## src/rtl/pp_dma_pkg.sv

```systemverilog
package pp_dma_pkg;

    typedef enum logic [1:0] {
        ST_IDLE = 2'd0,
        ST_ADDR = 2'd1,
        ST_DATA = 2'd2,
        ST_DONE = 2'd3
    } pp_state_e;

    localparam logic [2:0] REG_CTRL    = 3'd0;
    localparam logic [2:0] REG_INT_IDX = 3'd1;
    localparam logic [2:0] REG_INT_MOD = 3'd2;
    localparam logic [2:0] REG_INT_CNT = 3'd3;
    localparam logic [2:0] REG_EXT_IDX = 3'd4;
    localparam logic [2:0] REG_EXT_MOD = 3'd5;
    localparam logic [2:0] REG_EXT_CNT = 3'd6;

    localparam int CTRL_PORT_EN = 0;
    localparam int CTRL_XFER_EN = 1;
    localparam int CTRL_TX      = 2;
    localparam int CTRL_DUR_LO  = 4;

endpackage

```

## src/rtl/pp_dur_timer.sv

```systemverilog
module pp_dur_timer #(
    parameter int DUR_W = 4
) (
    input  logic             clk,
    input  logic             rst_n,
    input  logic             hold,
    input  logic [DUR_W-1:0] dur,
    output logic             tick
);
    logic [DUR_W-1:0] cnt_q;
    logic [DUR_W-1:0] last;

    // A zero setting is treated as one clock per phase.
    always_comb begin
        last = (dur == '0) ? '0 : dur - DUR_W'(1);
        tick = !hold && (cnt_q == last);
    end

    always_ff @(posedge clk or negedge rst_n) begin
        if (!rst_n)
            cnt_q <= '0;
        else if (hold || tick)
            cnt_q <= '0;
        else
            cnt_q <= cnt_q + DUR_W'(1);
    end
endmodule

```

## src/rtl/pp_ptr_unit.sv

```systemverilog
module pp_ptr_unit #(
    parameter int DATA_W = 16,
    parameter int IDX_W  = 16,
    parameter int CNT_W  = 16,
    parameter int SHIFT  = 0,
    parameter int DEC    = 1
) (
    input  logic              clk,
    input  logic              rst_n,
    input  logic              wr_idx,
    input  logic              wr_mod,
    input  logic              wr_cnt,
    input  logic [DATA_W-1:0] wdata,
    input  logic              step,
    output logic [IDX_W-1:0]  idx,
    output logic [CNT_W-1:0]  cnt
);
    logic [IDX_W-1:0] idx_q;
    logic [IDX_W-1:0] mod_q;
    logic [CNT_W-1:0] cnt_q;
    logic [IDX_W-1:0] stride;

    // Two's-complement modify wraps with the index, so the sign needs no extension.
    assign stride = mod_q << SHIFT;

    always_ff @(posedge clk or negedge rst_n) begin
        if (!rst_n) begin
            idx_q <= '0;
            mod_q <= '0;
            cnt_q <= '0;
        end else begin
            if (wr_idx)
                idx_q <= wdata[IDX_W-1:0];
            else if (step)
                idx_q <= idx_q + stride;
            if (wr_mod)
                mod_q <= wdata[IDX_W-1:0];
            if (wr_cnt)
                cnt_q <= wdata[CNT_W-1:0];
            else if (step)
                cnt_q <= cnt_q - CNT_W'(DEC);
        end
    end

    assign idx = idx_q;
    assign cnt = cnt_q;
endmodule

```

## src/rtl/pp_word_shifter.sv

```systemverilog
module pp_word_shifter #(
    parameter int WORD_W = 32,
    parameter int BYTE_W = 8
) (
    input  logic              clk,
    input  logic              rst_n,
    input  logic              load,
    input  logic [WORD_W-1:0] load_val,
    input  logic              shift,
    input  logic [BYTE_W-1:0] byte_in,
    output logic [WORD_W-1:0] word,
    output logic [WORD_W-1:0] word_next
);
    logic [WORD_W-1:0] sh_q;

    // Bytes leave from the low end and arrive at the high end: least significant first.
    assign word_next = {byte_in, sh_q[WORD_W-1:BYTE_W]};

    always_ff @(posedge clk or negedge rst_n) begin
        if (!rst_n)
            sh_q <= '0;
        else if (load)
            sh_q <= load_val;
        else if (shift)
            sh_q <= word_next;
    end

    assign word = sh_q;
endmodule

```

## src/rtl/pp_dma_engine.sv

```systemverilog
module pp_dma_engine
    import pp_dma_pkg::*;
#(
    parameter int REG_W  = 16,
    parameter int INT_AW = 10,
    parameter int EXT_AW = 16,
    parameter int CNT_W  = 16,
    parameter int DUR_W  = 4,
    parameter int WORD_W = 32,
    parameter int BYTE_W = 8
) (
    input  logic              clk,
    input  logic              rst_n,
    input  logic              cfg_we,
    input  logic [2:0]        cfg_addr,
    input  logic [REG_W-1:0]  cfg_wdata,
    output logic [INT_AW-1:0] mem_addr,
    output logic              mem_re,
    input  logic [WORD_W-1:0] mem_rdata,
    output logic              mem_we,
    output logic [WORD_W-1:0] mem_wdata,
    output logic [EXT_AW-1:0] ext_ad_o,
    output logic              ext_ad_oe,
    input  logic [BYTE_W-1:0] ext_ad_i,
    output logic              ext_ale,
    output logic              ext_wr,
    output logic              ext_rd,
    output logic              bus_busy,
    output logic              dma_busy
);
    localparam int BYTES    = WORD_W / BYTE_W;
    localparam int BSEL_W   = $clog2(BYTES);
    localparam int BYTE_SH  = $clog2(BYTES);
    localparam logic [BSEL_W-1:0] LAST_BYTE = BSEL_W'(BYTES - 1);

    pp_state_e state_q, state_d;

    logic             tx_q;
    logic [DUR_W-1:0] dur_q;
    logic [BSEL_W-1:0] bsel_q;

    logic ctrl_wr, abort_req, start_req, ptr_wr_ok;
    logic tick, last_byte, finish, step;
    logic [INT_AW-1:0] int_idx;
    logic [CNT_W-1:0]  int_cnt;
    logic [EXT_AW-1:0] ext_idx;
    logic [CNT_W-1:0]  ext_cnt;
    logic [WORD_W-1:0] sh_word, sh_next;

    assign ctrl_wr   = cfg_we && (cfg_addr == REG_CTRL);
    assign abort_req = ctrl_wr && !(cfg_wdata[CTRL_PORT_EN] && cfg_wdata[CTRL_XFER_EN]);
    assign start_req = ctrl_wr && cfg_wdata[CTRL_PORT_EN] && cfg_wdata[CTRL_XFER_EN]
                       && (int_cnt != '0) && (ext_cnt != '0);
    assign ptr_wr_ok = cfg_we && (state_q == ST_IDLE);

    assign last_byte = (state_q == ST_DATA) && tick && (bsel_q == LAST_BYTE);
    assign step      = last_byte;
    assign finish    = (int_cnt == CNT_W'(1)) || (ext_cnt <= CNT_W'(BYTES));

    pp_dur_timer #(.DUR_W(DUR_W)) i_timer (
        .clk   (clk),
        .rst_n (rst_n),
        .hold  ((state_q == ST_IDLE) || (state_q == ST_DONE)),
        .dur   (dur_q),
        .tick  (tick)
    );

    pp_ptr_unit #(
        .DATA_W(REG_W), .IDX_W(INT_AW), .CNT_W(CNT_W), .SHIFT(0), .DEC(1)
    ) i_int_ptr (
        .clk    (clk),
        .rst_n  (rst_n),
        .wr_idx (ptr_wr_ok && (cfg_addr == REG_INT_IDX)),
        .wr_mod (ptr_wr_ok && (cfg_addr == REG_INT_MOD)),
        .wr_cnt (ptr_wr_ok && (cfg_addr == REG_INT_CNT)),
        .wdata  (cfg_wdata),
        .step   (step),
        .idx    (int_idx),
        .cnt    (int_cnt)
    );

    pp_ptr_unit #(
        .DATA_W(REG_W), .IDX_W(EXT_AW), .CNT_W(CNT_W), .SHIFT(BYTE_SH), .DEC(BYTES)
    ) i_ext_ptr (
        .clk    (clk),
        .rst_n  (rst_n),
        .wr_idx (ptr_wr_ok && (cfg_addr == REG_EXT_IDX)),
        .wr_mod (ptr_wr_ok && (cfg_addr == REG_EXT_MOD)),
        .wr_cnt (ptr_wr_ok && (cfg_addr == REG_EXT_CNT)),
        .wdata  (cfg_wdata),
        .step   (step),
        .idx    (ext_idx),
        .cnt    (ext_cnt)
    );

    pp_word_shifter #(.WORD_W(WORD_W), .BYTE_W(BYTE_W)) i_shift (
        .clk       (clk),
        .rst_n     (rst_n),
        .load      ((state_q == ST_ADDR) && tick && tx_q),
        .load_val  (mem_rdata),
        .shift     ((state_q == ST_DATA) && tick),
        .byte_in   (tx_q ? '0 : ext_ad_i),
        .word      (sh_word),
        .word_next (sh_next)
    );

    // Control fields
    always_ff @(posedge clk or negedge rst_n) begin
        if (!rst_n) begin
            tx_q  <= 1'b0;
            dur_q <= '0;
        end else if (ctrl_wr) begin
            tx_q  <= cfg_wdata[CTRL_TX];
            dur_q <= cfg_wdata[CTRL_DUR_LO +: DUR_W];
        end
    end

    // Byte position within the current word
    always_ff @(posedge clk or negedge rst_n) begin
        if (!rst_n)
            bsel_q <= '0;
        else if (state_q != ST_DATA)
            bsel_q <= '0;
        else if (tick)
            bsel_q <= bsel_q + BSEL_W'(1);
    end

    // Next-state logic
    always_comb begin
        state_d = state_q;
        unique case (state_q)
            ST_IDLE: if (start_req) state_d = ST_ADDR;
            ST_ADDR: begin
                if (abort_req)   state_d = ST_IDLE;
                else if (tick)   state_d = ST_DATA;
            end
            ST_DATA: begin
                if (abort_req)      state_d = ST_IDLE;
                else if (last_byte) state_d = finish ? ST_DONE : ST_ADDR;
            end
            ST_DONE: state_d = ST_IDLE;
            default: state_d = ST_IDLE;
        endcase
    end

    // State register
    always_ff @(posedge clk or negedge rst_n) begin
        if (!rst_n)
            state_q <= ST_IDLE;
        else
            state_q <= state_d;
    end

    // Outputs
    always_comb begin
        mem_addr  = int_idx;
        mem_wdata = sh_next;
        mem_re    = 1'b0;
        mem_we    = 1'b0;
        ext_ale   = 1'b0;
        ext_wr    = 1'b0;
        ext_rd    = 1'b0;
        ext_ad_oe = 1'b0;
        ext_ad_o  = '0;
        bus_busy  = 1'b0;
        dma_busy  = 1'b0;
        unique case (state_q)
            ST_IDLE: ;
            ST_ADDR: begin
                ext_ale   = 1'b1;
                ext_ad_oe = 1'b1;
                ext_ad_o  = ext_idx;
                mem_re    = tx_q && tick;
                bus_busy  = 1'b1;
                dma_busy  = 1'b1;
            end
            ST_DATA: begin
                ext_ad_oe = tx_q;
                ext_ad_o  = tx_q ? EXT_AW'(sh_word[BYTE_W-1:0]) : '0;
                ext_wr    = tx_q && tick;
                ext_rd    = !tx_q && tick;
                mem_we    = !tx_q && last_byte;
                bus_busy  = 1'b1;
                dma_busy  = 1'b1;
            end
            ST_DONE: dma_busy = 1'b1;
            default: ;
        endcase
    end
endmodule

```

## config.mk

```make
export PLATFORM = sky130hd
export DESIGN_NAME = pp_dma_engine
export DESIGN_NICKNAME = d
export VERILOG_FILES = /design/src/rtl/pp_dma_pkg.sv /design/src/rtl/pp_dur_timer.sv /design/src/rtl/pp_ptr_unit.sv /design/src/rtl/pp_word_shifter.sv /design/src/rtl/pp_dma_engine.sv
export SDC_FILE = /design/constraint.sdc
export NUM_CORES = 1
export LEC_CHECK = 0
export BUFFER_PORTS_ARGS = -buffer_cell sky130_fd_sc_hd__buf_4
export CORE_ASPECT_RATIO = 0.5
export CORE_UTILIZATION = 54
export CTS_CLUSTER_DIAMETER = 30
export DETAILED_ROUTE_END_ITERATION = 8
export GPL_TIMING_DRIVEN = 0
export PLACE_DENSITY_LB_ADDON = 0.3
export RECOVER_POWER = 25
export REMOVE_ABC_BUFFERS = 1
export SYNTH_ARGS = -nofsm -noshare
export SYNTH_HDL_FRONTEND = slang
export SYNTH_SLANG_ARGS = --single-unit
```

## constraint.sdc

```tcl
create_clock -name clk -period 2.76 [get_ports clk]
set_input_delay 0.414 -clock clk [delete_from_list [all_inputs] [get_ports clk]]
set_output_delay 0.414 -clock clk [all_outputs]
set_load 0.005 [all_outputs]
```

## After elaboration in Yosys (flattened, before gate mapping)

Index checks and enable logic that the tools add are counted.

| word-level totals | value |
|---|---|
| flip-flop bits (word level) | 127 |
| latch bits | 0 |
| RAM bits | 0 |
| memory bits (read-only) | 0 |
| input port bits | 62 |
| output and inout port bits | 66 |
| logic and storage cells | 110 |
| memories kept | 0 |

| operators by class | value |
|---|---|
| add/sub/neg operators | 7 |
| $mul | 0 |
| div/mod/pow operators | 0 |
| $lt $le $gt $ge | 1 |
| eq/ne operators | 16 |
| shift-type cells | 0 |
| mux-type cells | 32 |
| bitwise gates (word level) | 0 |
| reductions and logical operators | 42 |

Operators with widths:

| kind | count |
|---|---|
| 16-bit 2-to-1 mux | 6 |
| 32-bit 2-to-1 mux | 2 |
| 16-bit one-hot mux with 2 select lines | 1 |
| 16-bit nonzero test | 2 |
| 1-bit logical AND | 22 |
| 10-bit 2-to-1 mux | 2 |
| 16-bit adder | 1 |
| 16-bit by 1-bit == test with 1-bit output, second input constant | 1 |
| 16-bit by 3-bit <= comparator with 1-bit output, second input constant | 1 |
| 2-bit 2-to-1 mux | 8 |
| 8-bit 2-to-1 mux | 2 |
| 16-bit by 1-bit subtractor with 16-bit output, second input constant | 1 |
| 16-bit by 3-bit subtractor with 16-bit output, second input constant | 1 |
| 2-bit nonzero test | 6 |
| 10-bit adder | 1 |
| 3-bit == test, second input constant | 3 |
| 4-bit 2-to-1 mux | 2 |
| 2-bit one-hot mux with 4 select lines | 1 |
| 1-bit 2-to-1 mux | 7 |
| 2-bit == test, second input constant | 3 |
| 3-bit by 2-bit == test with 1-bit output, second input constant | 2 |
| 4-bit by 1-bit adder with 4-bit output, second input constant | 1 |
| 4-bit == test | 1 |
| 4-bit zero test | 1 |
| 15 further kinds | 20 |

## Depth between registers and ports, before layout

| depth | value |
|---|---|
| depth after elaboration | 9 |
| depth in mapped cells | 10 |
| gate-level depth less buffers | 10 |

## Cells and area by module

Synthesis repeated with hierarchy kept, for this count alone.

| unflattened totals | value |
|---|---|
| cells, all modules | 786 |
| area, all modules | 7694.9 um2 |

By module, submodules not included:

| module | instances | cells an instance | area each (um2) | seq. area each (um2) |
|---|---|---|---|---|
| pp_ptr_unit (i_ext_ptr) | 1 | 251 | 2615.0 | 1151.1 |
| pp_ptr_unit (i_int_ptr) | 1 | 213 | 2085.8 | 900.9 |
| pp_word_shifter | 1 | 171 | 1755.4 | 800.8 |
| pp_dma_engine | 1 | 116 | 917.1 | 225.2 |
| pp_dur_timer | 1 | 35 | 321.6 | 100.1 |

## Worst setup path after synthesis

No wires, ideal clock.

| timing path | value |
|---|---|
| kind | flip-flop to output port |
| start point | reg dur_q[2] |
| end point | out mem_re |
| arrival | 1.987 ns |
| data required time | 2.346 ns |
| path slack | 0.359 ns |
| cell stages (with the launch flop) | 9 |
| buffers on the path | 2 |
| cells stage by stage | dfrtp_1 > nand2b_1 > a21o_1 > a211o_1 > a211oi_2 > buf_2 > nand3_1 > clkbuf_1 > inv_1 |

| on the way | value |
|---|---|
| longest elaborated chain between the ends | 6 |
| elaborated cells on any way between the ends | 7 |
| classes of those cells | add/sub (1); eq/ne (1); mux (2); reduce/logical (3) |

RTL lines:

| element | RTL line | source |
|---|---|---|
| from (decl) | pp_dma_engine.sv:39 | `logic [DUR_W-1:0] dur_q;` |
| from (signal assigned) | pp_dma_engine.sv:114 | `dur_q <= cfg_wdata[CTRL_DUR_LO +: DUR_W];` |
| 4-bit by 1-bit subtractor with 4-bit output / 4-bit zero test (equally long branches) | pp_dur_timer.sv:15 | `last = (dur == '0) ? '0 : dur - DUR_W'(1);` |
| 4-bit 2-to-1 mux * | pp_dur_timer.sv:15 |  |
| 4-bit == test * | pp_dur_timer.sv:16 | `tick = !hold && (cnt_q == last);` |
| 1-bit logical AND * | pp_dur_timer.sv:16 |  |
| 1-bit logical AND * | pp_dma_engine.sv:173 | `mem_re = tx_q && tick;` |
| 1-bit 2-to-1 mux * | pp_dma_engine.sv:167 | `unique case (state_q)` |
| to (decl) | pp_dma_engine.sv:18 | `output logic mem_re,` |

Mark *: on every way between the ends. The rest lies on a longest branch, timed or not.

## Worst setup path after layout

| timing path | value |
|---|---|
| start point | reg i_timer.cnt_q[2] |
| end point | out mem_we |

| on the way | value |
|---|---|
| longest elaborated chain between the ends | 6 |

RTL lines:

| element | RTL line | source |
|---|---|---|
| from (decl) | pp_dur_timer.sv:10 | `logic [DUR_W-1:0] cnt_q;` |
| from (signal assigned) | pp_dur_timer.sv:25 | `cnt_q <= cnt_q + DUR_W'(1);` |
| 4-bit == test | pp_dur_timer.sv:16 |  |
| 1-bit logical AND | pp_dur_timer.sv:16 |  |
| 1-bit logical AND (2 in a row) | pp_dma_engine.sv:56 | `assign last_byte = (state_q == ST_DATA) && tick && (bsel_q == LAST_BYTE);` |
| 1-bit logical AND | pp_dma_engine.sv:182 | `mem_we = !tx_q && last_byte;` |
| 1-bit 2-to-1 mux | pp_dma_engine.sv:167 |  |
| to (decl) | pp_dma_engine.sv:20 | `output logic mem_we,` |

Every way passes these cells.

==> results.rst <==
.. list-table::
   :header-rows: 1

   * - Metric
     - Value
   * - Start point of the worst hold path
     - mem_rdata[22]
   * - Most numerous cell types in the synthesized netlist
     - dfrtp_1 (127), nor2_1 (85), nand2_1 (78), a21oi_1 (72), o21ai_0 (44)
   * - Logic gate share of total power
     - 46.0%
   * - Clk_skew
     - 0.00963 ns
   * - Placed inst area
     - 8400 sq um
   * - Top Family by Delay on Critical Path
     - compound AO/OA/AOI/OAI gates
   * - Top-count cell post-synth
     - dfrtp_1
   * - Most used DFF post-synth
     - dfrtp_1
   * - Post-Synthesis Mean Instance Area
     - 9.28 sq um
   * - Achievable Freq
     - 346 MHz
   * - Max capacitance violation total
     - 1
   * - Highest metal layer with signal wires
     - met4
   * - Final number of max-transition violations
     - 32
   * - Top cells by area, synth
     - dfrtp_1 (43%), ha_1 (5.6%), a21oi_1 (4.9%), mux2_2 (4.7%), nor2_1 (4.3%)
   * - Highest fanout seen on the critical path
     - 4
   * - Detailed Place HPWL
     - 12.9 mm
   * - Count of vias placed by the detailed router
     - 6441
   * - Unrepaired setup endpoints after global routing
     - yes
   * - Top cell type by total area after synthesis
     - dfrtp_1
   * - # placed instances
     - 1046
   * - Pin slew with the least headroom to its limit
     - 1.90 ns
   * - Worst setup slack after layout
     - -0.130 ns
   * - Number of distinct standard cells referenced by the synthesized netlist
     - 55
   * - Launching point of the worst reg2reg path
     - i_timer.cnt_q[2]$_DFF_PN0_
   * - Insertion delay of the later-clocked pin in the worst-skew pair
     - between 0.4 and 0.5 ns
   * - Ordered list of cells on the worst path
     - buf_4 > nor3_2 > a211oi_1 > a211o_4 > a211oi_4 > buf_8 > nand2_8 > nor2_4 > and2_1 > buf_4
   * - FILL cells
     - 940
   * - Cells on Worst Hold Path
     - 3
   * - Status
     - complete, but fails checks
   * - Core box area
     - 13000 sq um
   * - Post-detailed-routing wire length
     - between 20 and 25 mm
   * - # H-tree levels
     - 4
   * - Number of core rows
     - 29
   * - DR WL met3
     - 1.53 mm
   * - Register-to-register path setup slack
     - -0.03 ns
   * - TritonCTS clock tree
     - done
   * - Worst Reg2Reg Path Length in Cells
     - 10
   * - Post-route ant nets
     - 0
   * - Initial DRT Pass Iterations
     - 5
   * - Die area
     - 14300 sq um
   * - Count of synthesis-stage warnings from yosys
     - 0
   * - Largest net degree at the start of global routing
     - slightly below 100
   * - Required time of the critical path
     - 2.35 ns
   * - Kind of critical path
     - reg2out
   * - Routed length on met2
     - just under 10 mm
   * - Net Sw Power
     - approximately 4.3 mW
   * - Max incr delay on CP
     - roughly 0.41 ns
   * - Sequential area share after synthesis
     - between 40% and 50%
   * - Internal portion of total power
     - approximately 7 mW
   * - GP Congestion
     - 0.858
   * - DRC violation total after the first TritonRoute iteration
     - 454
   * - Share of the clock period used by the worst path after layout
     - 105%
   * - Detailed-route wire length per cell
     - ~19 microns
   * - Vias in the first global route
     - 6400
   * - Die Width
     - 168 microns
   * - Cell occurring most often along the worst timing path
     - buf_4
   * - Routed met1 length
     - 8.74 mm
   * - N_diodes
     - 0
   * - Worst vdd rail ir drop
     - 0.480 mV
   * - Final number of setup-violating endpoints
     - 15
   * - Buffering stage count on the worst path with inverters included
     - 3
   * - Multi-input gate area
     - 4060 sq um
   * - Synth-to-Final Area Change
     - 26.5%
   * - Buffer depth of the longest clock path
     - 2
   * - Number of storage elements in the synthesis netlist
     - 127
   * - Max-slew headroom at the worst pin
     - -26.7%
   * - Switching part of the total power
     - approximately two fifths
   * - First-pass GRT wire length
     - around 33 mm
   * - Register cell area after layout
     - around 3200 sq um
   * - Leak Pwr
     - 4.17 nW
   * - Number of top-level pins
     - 128
   * - Hold Path Class
     - in2reg
   * - Share of total power in the clock network
     - between 20% and 30%
   * - Number of enable flip-flop cells after synthesis
     - 0
   * - Fraction of layout instances using a drive strength above 1
     - 28.4%
   * - Area share of the leading cell type in the synthesized netlist
     - 42.8%
   * - Total clock buffers created by CTS
     - 17
   * - DR DRC count
     - 0
   * - Violated checks
     - max-capacitance violations, max-slew violations, negative setup slack
   * - Min cycle time layout
     - 2.89 ns
   * - Worst path arrival time
     - 2.48 ns
   * - Initial cell density of the core
     - 57.0%
   * - Power density normalized to cell area
     - 1200 nW/um^2
   * - Kind of launch point of the worst setup path
     - flop
   * - Antenna violations before repair
     - 0
   * - End of the worst register-to-register path
     - i_shift.word[10]$_DFFE_PN0P_
   * - Sequential power share
     - 32.0%
   * - Post-synth design cell area
     - 7430 sq um
   * - Number of hold violations in the final report
     - 0
   * - Endpoint kind of the worst setup timing path
     - primary output
   * - Post-route cell area
     - between 9000 and 10000 sq um
   * - Destination of the worst hold path
     - i_shift.word[22]$_DFFE_PN0P_
   * - Number of port buffers
     - 127
   * - Root buffer cell
     - clkbuf_16
   * - Via density per instance
     - roughly 5.8
   * - Clk sinks
     - around 130
   * - Global-route usage over all layers
     - approximately 30%
   * - Post-CTS clock slew at the launch and capture registers of the worst setup and hold paths
     - 0.06 ns
   * - Slowest library cell on the worst path
     - dfrtp_2
   * - Post-synthesis async set-or-reset flop share
     - 100%
   * - Congestion Overflow GR
     - 0
   * - Post-synthesis instance total
     - 800
   * - Filler-free cell count of the finished design
     - between 1000 and 1500
   * - Final Net Count
     - 1017
   * - Die boundary height
     - 84.9 microns
## routing by layer
| metal | GRT usage, % | vias up |
|---|---|---|
| li1 | - | 3008 |
| met1 | 38.1 | 3160 |
| met2 | 50.2 | 232 |
| met3 | 6.81 | 41 |
| met4 | 10.8 | 0 |
| met5 | 0 | - |
## area by class of cell
type	instances	area share, %
Clock buffer	18	4.57
Clock inverter	14	2.29
Inverter	16	0.652
Multi-Input combinational cell	603	43.2
Sequential cell	127	33.9
Tap cell	170	2.26
Timing Repair Buffer	155	13.1
## worst register-to-register path: cells and delay by family (launching register included)
kind / cells / cell delay (ns)
DFF: 1 / 0.41
buffers and inverters: 4 / 0.67
and+or+nand+nor: 2 / 0.57
AOI/OAI and AO/OA: 4 / 1.06
## worst max path at each step
stage,start,end,slack [ns],depth (start not counted)
after floorplan,dur_q[2]$_DFFE_PN0P_,mem_we,-0.80,7
after global placement,state_q[1]$_DFFE_PN0P_,mem_we,-1.74,8
after detailed placement,state_q[1]$_DFFE_PN0P_,mem_re,-1.16,8
after CTS,dur_q[0]$_DFFE_PN0P_,mem_re,-0.08,8
after global routing,i_timer.cnt_q[2]$_DFF_PN0_,mem_we,-0.16,10
final,i_timer.cnt_q[2]$_DFF_PN0_,mem_we,-0.13,10
## cell families after synthesis
logic type,share of synthesized area [%]
xor gates and xnor gates,6.13
buffers and inverters,5.16
DFF,42.8
and+or+nand+nor,16.6
adders and majority gates,6.10
muxes,8.07
AOI/OAI and AO/OA,15.2
## flip-flops by register name, indices dropped and copies added (netlist names)
signal and flops:
bsel_q 2, dur_q 4, i_ext_ptr.cnt 16, i_ext_ptr.idx 16
i_ext_ptr.mod_q 14, i_int_ptr.cnt 16, i_int_ptr.idx 10, i_int_ptr.mod_q 10
i_shift.word 32, i_timer.cnt_q 4, state_q 2, tx_q 1
## cells in the final DEF (no fill, tap or decap), types with 5 or more instances in the layout
cell type,n
mux2_2,31
a211oi_1,8
bufinv_16,5
or3_1,6
xor2_1,18
a21oi_1,69
buf_6,5
nor3_2,5
dfrtp_1,123
ha_1,31
and2_1,11
a21o_1,10
inv_1,14
o21ai_0,44
or2_2,11
nand3_1,7
nor4_1,6
a22oi_1,8
o21ai_1,17
xnor2_1,34
nor3_1,15
nor2_1,83
nand2b_1,9
mux2i_1,25
buf_4,143
nand2_1,77
nor2b_1,12
clkbuf_16,17
## power groups by stage
stage               sequential [mW]  clock [mW]  combinational, mW
floorplan                      3.38           0               3.24
global placement               3.53           0               4.53
detailed placement             3.58           0               4.70
CTS                            3.57        2.48               4.94
global route                   3.74        2.58               5.75
finish                         3.61        2.48               5.19
## stage by stage
step / setup WS [ns] / util, % / total power [mW] / hold slack [ns] / setup TNS [ns]
2_1_floorplan: -0.801 / - / 6.62 / 0.118 / -20.53
3_5_place_dp: -1.16 / 64.5 / 8.28 / 0.321 / -32.03
6_report: -0.130 / 72.1 / 11.3 / 0.236 / -0.545
5_1_grt: -0.159 / 72.1 / 12.1 / 0.238 / -2.31
4_1_cts: -0.0753 / 71.0 / 11.0 / 0.234 / -0.141
3_3_place_gp: -1.74 / 63.5 / 8.06 / 0.476 / -103.97
## repair_timing
action	in CTS	in global routing
gates resized for setup	23	15
buffers inserted	8	12
hold buffers	1	0
gates cloned	4	0
hold endpoints to repair	31	0
setup endpoints to repair	70	47
pin swaps	4	5
Note: power is estimated with default switching activity, not from simulation.
